<file path="src/rtl/spi_cs_pkg.sv">
package spi_cs_pkg;
  typedef enum logic [1:0] {
    SEQ_IDLE = 2'd0,
    SEQ_GAP  = 2'd1,
    SEQ_DONE = 2'd2
  } seq_state_e;
endpackage

</file>
<file path="src/rtl/spi_cs_decode.sv">
module spi_cs_decode #(
  parameter int NCS = 4
) (
  input  logic [NCS-1:0] sel,
  output logic [NCS-1:0] cs_n,
  output logic           forbidden
);
  logic [NCS:0]   ones_below;
  logic [NCS-1:0] hot;

  assign ones_below[0] = 1'b1;

  // Prefix chain: line i wins when bit i is zero and every lower bit is one.
  for (genvar i = 0; i < NCS; i++) begin : g_chain
    assign ones_below[i+1] = ones_below[i] & sel[i];
    assign hot[i]          = ones_below[i] & ~sel[i];
  end

  assign forbidden = ones_below[NCS];
  assign cs_n      = ~hot;

  always_comb begin
    if (!forbidden) begin
      assert_decode_onehot_R2: assert ($countones(cs_n) == NCS - 1)
        else $error("decode produced more or fewer than one active line");
    end
  end
endmodule

</file>
<file path="src/rtl/spi_cs_gap_timer.sv">
module spi_cs_gap_timer #(
  parameter int GAP_W = 8
) (
  input  logic             clk,
  input  logic             rst_n,
  input  logic             start,
  input  logic [GAP_W-1:0] load_val,
  output logic             busy,
  output logic             expire
);
  logic [GAP_W-1:0] cnt;

  always_ff @(posedge clk or negedge rst_n) begin
    if (!rst_n) begin
      cnt  <= '0;
      busy <= 1'b0;
    end else if (start) begin
      cnt  <= (load_val == '0) ? '0 : load_val - 1'b1;
      busy <= 1'b1;
    end else if (busy) begin
      if (cnt == '0) busy <= 1'b0;
      else           cnt  <= cnt - 1'b1;
    end
  end

  assign expire = busy && (cnt == '0);

  // Checker: count the cycles spent busy and compare with the length loaded.
  logic [GAP_W-1:0] chk_load;
  logic [GAP_W-1:0] chk_elapsed;

  always_ff @(posedge clk or negedge rst_n) begin
    if (!rst_n) begin
      chk_load    <= '0;
      chk_elapsed <= '0;
    end else if (start) begin
      chk_load    <= load_val;
      chk_elapsed <= '0;
    end else if (busy) begin
      chk_elapsed <= chk_elapsed + 1'b1;
    end
  end

  assert_gap_len_R6: assert property (@(posedge clk) disable iff (!rst_n)
    expire |-> (chk_elapsed == ((chk_load == '0) ? '0 : chk_load - 1'b1)))
    else $error("release gap length differs from programmed value");
endmodule

</file>
<file path="src/rtl/spi_cs_status.sv">
module spi_cs_status #(
  parameter int NCS = 4
) (
  input  logic           clk,
  input  logic           rst_n,
  input  logic           xfer_end,
  input  logic           master,
  input  logic [NCS-1:0] cs_n,
  output logic [NCS-1:0] stat
);
  logic [NCS-1:0] snap_q;

  always_ff @(posedge clk or negedge rst_n) begin
    if (!rst_n)        snap_q <= '0;
    else if (xfer_end) snap_q <= master ? cs_n : '0;
  end

  assign stat = master ? snap_q : '0;

  assert_stat_zero_R10: assert property (@(posedge clk) disable iff (!rst_n)
    (stat != '0) |-> master)
    else $error("status nonzero outside master mode");
endmodule

</file>
<file path="src/rtl/spi_cs_sequencer.sv">
module spi_cs_sequencer
  import spi_cs_pkg::*;
#(
  parameter int NCS   = 4,
  parameter int GAP_W = 8
) (
  input  logic             clk,
  input  logic             rst_n,
  input  logic             cfg_raw_mode,
  input  logic             cfg_var_sel,
  input  logic [NCS-1:0]   cfg_sel,
  input  logic [GAP_W-1:0] cfg_gap,
  input  logic             cfg_master,
  input  logic             req_valid,
  output logic             req_ready,
  input  logic [NCS-1:0]   req_sel,
  output logic             req_done,
  input  logic             xfer_end,
  output logic [NCS-1:0]   cs_n,
  output logic [NCS-1:0]   stat_cs,
  output logic             err_forbidden
);
  localparam logic [NCS-1:0] ALL_OFF = '1;

  seq_state_e     state_q;
  logic [NCS-1:0] cs_q;
  logic [NCS-1:0] tgt_q;
  logic           err_q;

  logic [NCS-1:0] code;
  logic [NCS-1:0] dec_n;
  logic [NCS-1:0] tgt_d;
  logic           forbid;
  logic           drop;
  logic           accept;
  logic           same;
  logic           released;
  logic           gap_start;
  logic           gap_busy;
  logic           gap_expire;

  assign code = cfg_var_sel ? req_sel : cfg_sel;

  spi_cs_decode #(.NCS(NCS)) u_decode (
    .sel       (code),
    .cs_n      (dec_n),
    .forbidden (forbid)
  );

  assign tgt_d     = cfg_raw_mode ? code : dec_n;
  assign drop      = !cfg_raw_mode && forbid;
  assign req_ready = (state_q == SEQ_IDLE);
  assign accept    = req_valid && req_ready;
  assign same      = (tgt_d == cs_q);
  assign released  = (cs_q == ALL_OFF);
  assign gap_start = accept && !drop && !same && !released;

  spi_cs_gap_timer #(.GAP_W(GAP_W)) u_gap (
    .clk      (clk),
    .rst_n    (rst_n),
    .start    (gap_start),
    .load_val (cfg_gap),
    .busy     (gap_busy),
    .expire   (gap_expire)
  );

  always_ff @(posedge clk or negedge rst_n) begin
    if (!rst_n) begin
      state_q <= SEQ_IDLE;
      cs_q    <= ALL_OFF;
      tgt_q   <= ALL_OFF;
      err_q   <= 1'b0;
    end else begin
      unique case (state_q)
        SEQ_IDLE: begin
          if (accept) begin
            if (drop) begin
              err_q <= 1'b1;
            end else if (same) begin
              state_q <= SEQ_DONE;
            end else if (released) begin
              cs_q    <= tgt_d;
              state_q <= SEQ_DONE;
            end else begin
              cs_q    <= ALL_OFF;
              tgt_q   <= tgt_d;
              state_q <= SEQ_GAP;
            end
          end
        end
        SEQ_GAP: begin
          if (gap_expire) begin
            cs_q    <= tgt_q;
            state_q <= SEQ_DONE;
          end
        end
        SEQ_DONE: state_q <= SEQ_IDLE;
        default:  state_q <= SEQ_IDLE;
      endcase
    end
  end

  assign cs_n          = cs_q;
  assign req_done      = (state_q == SEQ_DONE);
  assign err_forbidden = err_q;

  spi_cs_status #(.NCS(NCS)) u_status (
    .clk      (clk),
    .rst_n    (rst_n),
    .xfer_end (xfer_end),
    .master   (cfg_master),
    .cs_n     (cs_q),
    .stat     (stat_cs)
  );

  assert_no_overlap_R11: assert property (@(posedge clk) disable iff (!rst_n)
    ($past(cs_q) != ALL_OFF && cs_q != ALL_OFF) |-> (cs_q == $past(cs_q)))
    else $error("selects moved between two active values");

  assert_err_sticky_R3: assert property (@(posedge clk) disable iff (!rst_n)
    err_q |=> err_q)
    else $error("forbidden flag cleared");

  assert_drop_no_change_R3: assert property (@(posedge clk) disable iff (!rst_n)
    (accept && drop) |=> (cs_q == $past(cs_q) && !req_done))
    else $error("dropped request changed selects");

  assert_done_pulse_R8: assert property (@(posedge clk) disable iff (!rst_n)
    req_done |=> !req_done)
    else $error("done longer than one cycle");

  assert_gap_released_R6: assert property (@(posedge clk) disable iff (!rst_n)
    gap_busy |-> (cs_q == ALL_OFF))
    else $error("a select active during release gap");
endmodule

</file>
<file path="config.mk">
export PLATFORM = sky130hd
export DESIGN_NAME = spi_cs_sequencer
export DESIGN_NICKNAME = d
export VERILOG_FILES = /design/src/rtl/spi_cs_pkg.sv /design/src/rtl/spi_cs_decode.sv /design/src/rtl/spi_cs_gap_timer.sv /design/src/rtl/spi_cs_status.sv /design/src/rtl/spi_cs_sequencer.sv
export SDC_FILE = /design/constraint.sdc
export NUM_CORES = 1
export LEC_CHECK = 0
export ABC_AREA = 1
export BUFFER_PORTS_ARGS = -buffer_cell sky130_fd_sc_hd__buf_2
export CORE_AREA = 2 2 59 61
export CTS_CLUSTER_DIAMETER = 30
export DETAILED_ROUTE_END_ITERATION = 7
export DIE_AREA = 0 0 61 63
export GPL_TIMING_DRIVEN = 1
export HOLD_SLACK_MARGIN = 0.06
export PLACE_DENSITY_LB_ADDON = 0.12
export SETUP_SLACK_MARGIN = 0.02
export SLEW_MARGIN = 20
export SYNTH_ARGS = -nofsm -noshare
export SYNTH_HDL_FRONTEND = slang
export SYNTH_SLANG_ARGS = --single-unit
</file>
<file path="constraint.sdc">
create_clock -name clk -period 4.2 [get_ports clk]
set_input_delay 0.63 -clock clk [delete_from_list [all_inputs] [get_ports clk]]
set_output_delay 0.63 -clock clk [all_outputs]
set_load 0.01 [all_outputs]
</file>
==> impl_results.md <==
- Cell mode on critical path: nand2_1
- Yosys reg bits: 24
- # Post-CTS Setup Buffers: 0
- Critical path, cell by cell: nor2_1 -> nor3b_2 -> nand4_1 -> o21ai_0 -> nand2_1 -> nor2_4 -> nand3b_1 -> nand2_1
- Number of global-route vias before repair: 1416
- Clock sinks: 24
- Synth Cell Area: 0.001720 mm2
- Distinct cell type count of the synthesized netlist: 31
- Core area: 0.003232 mm2
- Avg Inst Size Synth: 7.080 um2
- DRT Wirelength: 3481 um
- Vias per cell: 4.803
- Slew Limit Fails: 0
- RSZ-0062 raised after global routing: false
- CTS H-Tree Depth: 1
- Drt pass-1 iters: 4
- TritonCTS clock tree: done
- Pwr per Cell Area: 210.3 mW/mm2
- Worst setup SP type: flip-flop
- Status: finished, final reports clean
- Tcrit/Tclk final: 0.4566
- First-pass GRT wire length: 6113 um
- CP max FO: 6
- Post-synthesis sequential area ratio: 0.3549
- Hold buffers post-CTS: 0
- Hold_ws: 0.2566 ns
- Via count: 1561
- Antenna-violating nets left: 0
- Worst EP required: 4.48 ns
- Worst Hold Class: primary input to async pin
- Net count after synthesis: 269
- Clock Tree Root: clkbuf_4
- Nets: 306
- DPL Wire Length: 2768 um
- Worst skew pair latency: 0.33 ns
- Global Route Usage Sum: 0.2059
- Clock transition at path regs: 0.14 ns
- Area Overhead vs Synth: 14.40%
- DR WL/cell: 10.71 um
- Initial antenna violation count: 0
- Endpoints failing setup: 0
- Clock Skew: 0.003734 ns
- WP data arrival: 2.20 ns
- Max cap viols: 0
- Setup Crit Path Kind: flip-flop to flip-flop
- Global route overflow: 0
- Setup slack at placement: 2.027 ns
- PortBufs: 33
- LEAKAGE: 1.045 nW
- Peak supply drop: 0.1657 mV
- Antenna Cells: 0
- Worst slew pin tran: 0.5324 ns
- CP max stage cell: dfrtp_1
- Fillcell total: 328
- CP Capture Type: flip-flop
- Final hold violations: 0
- Gate Count Post-Synth: 243
- Final setup TNS: 0 ns
- Post_cts resized: 0
- Core Util, Final: 0.6090
- Die X: 61 um
- CP max stage delay: 0.44 ns
- Layout cells sized above 1: 0.2688
- Post-layout min period: 1.918 ns
- Worst setup margin: 2.282 ns
- Die Ht: 63 um
- Initial Utilization: 0.5323
- CTS Buf Count: 3
- Slew headroom: 0.6451
- Residual DRC count: 0
- Die area: 0.003843 mm2
- Cell row count: 21
- Maximum root-to-sink buffer count: 2
- GP Congestion: 0.8101
- Fmax: 0.5215 GHz
- Yosys warns: 0
- Pin count of the biggest net entering global routing: 25
- DR iter-0 viols: 55
- Num ports: 34
## cells in the mapped netlist
library cell,count,area share
nand2_1,76,0.17
inv_1,35,0.076
nand3_1,21,0.061
dfrtp_1,16,0.23
nand2_2,14,0.051
nor2_1,14,0.031
o21ai_0,10,0.029
dfstp_2,8,0.12
o22ai_1,6,0.022
xor2_1,5,0.025
a21oi_1,3,0.0087
ha_1,3,0.022
inv_2,3,0.0065
nand4_1,3,0.011
nor3_1,3,0.0087
o21ai_1,3,0.0087
a21boi_0,2,0.0087
nand2_4,2,0.013
nand3b_1,2,0.0087
nor2_4,2,0.013
or2_2,2,0.0073
a21boi_2,1,0.0065
buf_6,1,0.0065
nand3_2,1,0.0058
nand3_4,1,0.010
nor2_8,1,0.012
nor3b_2,1,0.0073
o21ai_2,1,0.0051
o21bai_1,1,0.0044
or2_4,1,0.0051
xnor2_1,1,0.0051
## stage by stage
step           area, um2  std cells   power, W
6_report            1968        325  0.0004139
5_1_grt             1968        325  0.0004332
3_5_place_dp        1932        321  0.0002893
2_1_floorplan       1720        243  0.0002670
3_3_place_gp        1932        321  0.0002893
4_1_cts             1968        325  0.0004176
## registers in the layout, indices dropped and copies added (netlist names)
| signal | count |
|---|---|
| u_gap.busy | 1 |
| u_status.snap_q | 4 |
| u_gap.cnt | 8 |
| err_forbidden | 1 |
| state_q | 2 |
| tgt_q | 4 |
| cs_n | 4 |
## logic make-up after synthesis
kind of cell	after synthesis	synth area share
fa+ha+maj	3	0.02182
flops	24	0.3549
xor+xnor	6	0.03055
simple gates	144	0.4102
buf+inv	39	0.08946
compound gates	27	0.09309
## layout make-up
class | instances | area, um2 | area share
sequential | 24 | 610.6 | 0.3102
clock buffer | 4 | 36.28 | 0.01844
tap | 46 | 57.56 | 0.02924
timing repair buffer | 33 | 165.2 | 0.08392
multi-input combinational | 180 | 955.9 | 0.4857
inverter | 38 | 142.6 | 0.07247
## critical path, delay by kind of cell, from the launching register on
family,cells,cell delay (ns)
AO/OA/AOI/OAI,1,0.34
flip-flops,1,0.44
AND/OR/NAND/NOR,7,1.09
## cell usage in the layout (no fill, tap or decap)
cell / count
dfstp_2: 8
a21oi_1: 3
nor3b_2: 1
o21bai_1: 1
nor2_1: 14
clkbuf_4: 3
nand3b_1: 2
o21ai_1: 3
a21boi_2: 1
buf_2: 33
inv_1: 35
or2_4: 1
nand2_4: 2
or2_2: 2
nor3_1: 3
o22ai_1: 6
xor2_1: 5
nor2_4: 2
dfrtp_1: 16
ha_1: 3
inv_2: 3
nand4_1: 3
nand3_1: 21
nand2_2: 14
nand2_1: 76
o21ai_0: 10
o21ai_2: 1
a21boi_0: 2
clkbuf_8: 1
nor2_8: 1
nand3_4: 1
nand3_2: 1
xnor2_1: 1
## report_power, final
| part | internal, W | switching (W) |
|---|---|---|
| Clock | 0.0000531 | 0.0000760 |
| Combinational | 0.0000197 | 0.0000336 |
| Sequential | 0.000232 | 0.0000000000000000000505 |
## worst paths after layout
| check | startpoint | depth (start not counted) | endpoint | slack, ns |
|---|---|---|---|---|
| min reg2reg | tgt_q[2]$_DFFE_PN1P_ | 2 | tgt_q[2]$_DFFE_PN1P_ | 0.48 |
| max reg2reg | u_gap.cnt[4]$_DFFE_PN0P_ | 8 | cs_n[3]$_DFFE_PN1P_ | 2.28 |
| min | rst_n | 1 | u_gap.cnt[6]$_DFFE_PN0P_ | 0.26 |
| max | u_gap.cnt[4]$_DFFE_PN0P_ | 8 | cs_n[3]$_DFFE_PN1P_ | 2.28 |
| min in group clk | tgt_q[2]$_DFFE_PN1P_ | 2 | tgt_q[2]$_DFFE_PN1P_ | 0.48 |
| max in group asynchronous | rst_n | 1 | tgt_q[2]$_DFFE_PN1P_ | 3.58 |
## routing by layer
metal | part of all wire | global-route usage | vias up
li1 | - | - | 842
met1 | 0.53 | 0.3185 | 685
met2 | 0.42 | 0.2917 | 30
met3 | 0.033 | 0.02692 | 4
met4 | 0.012 | 0.06793 | 0
met5 | 0 | 0 | -
No activity file was read; power rests on OpenSTA's default activity.
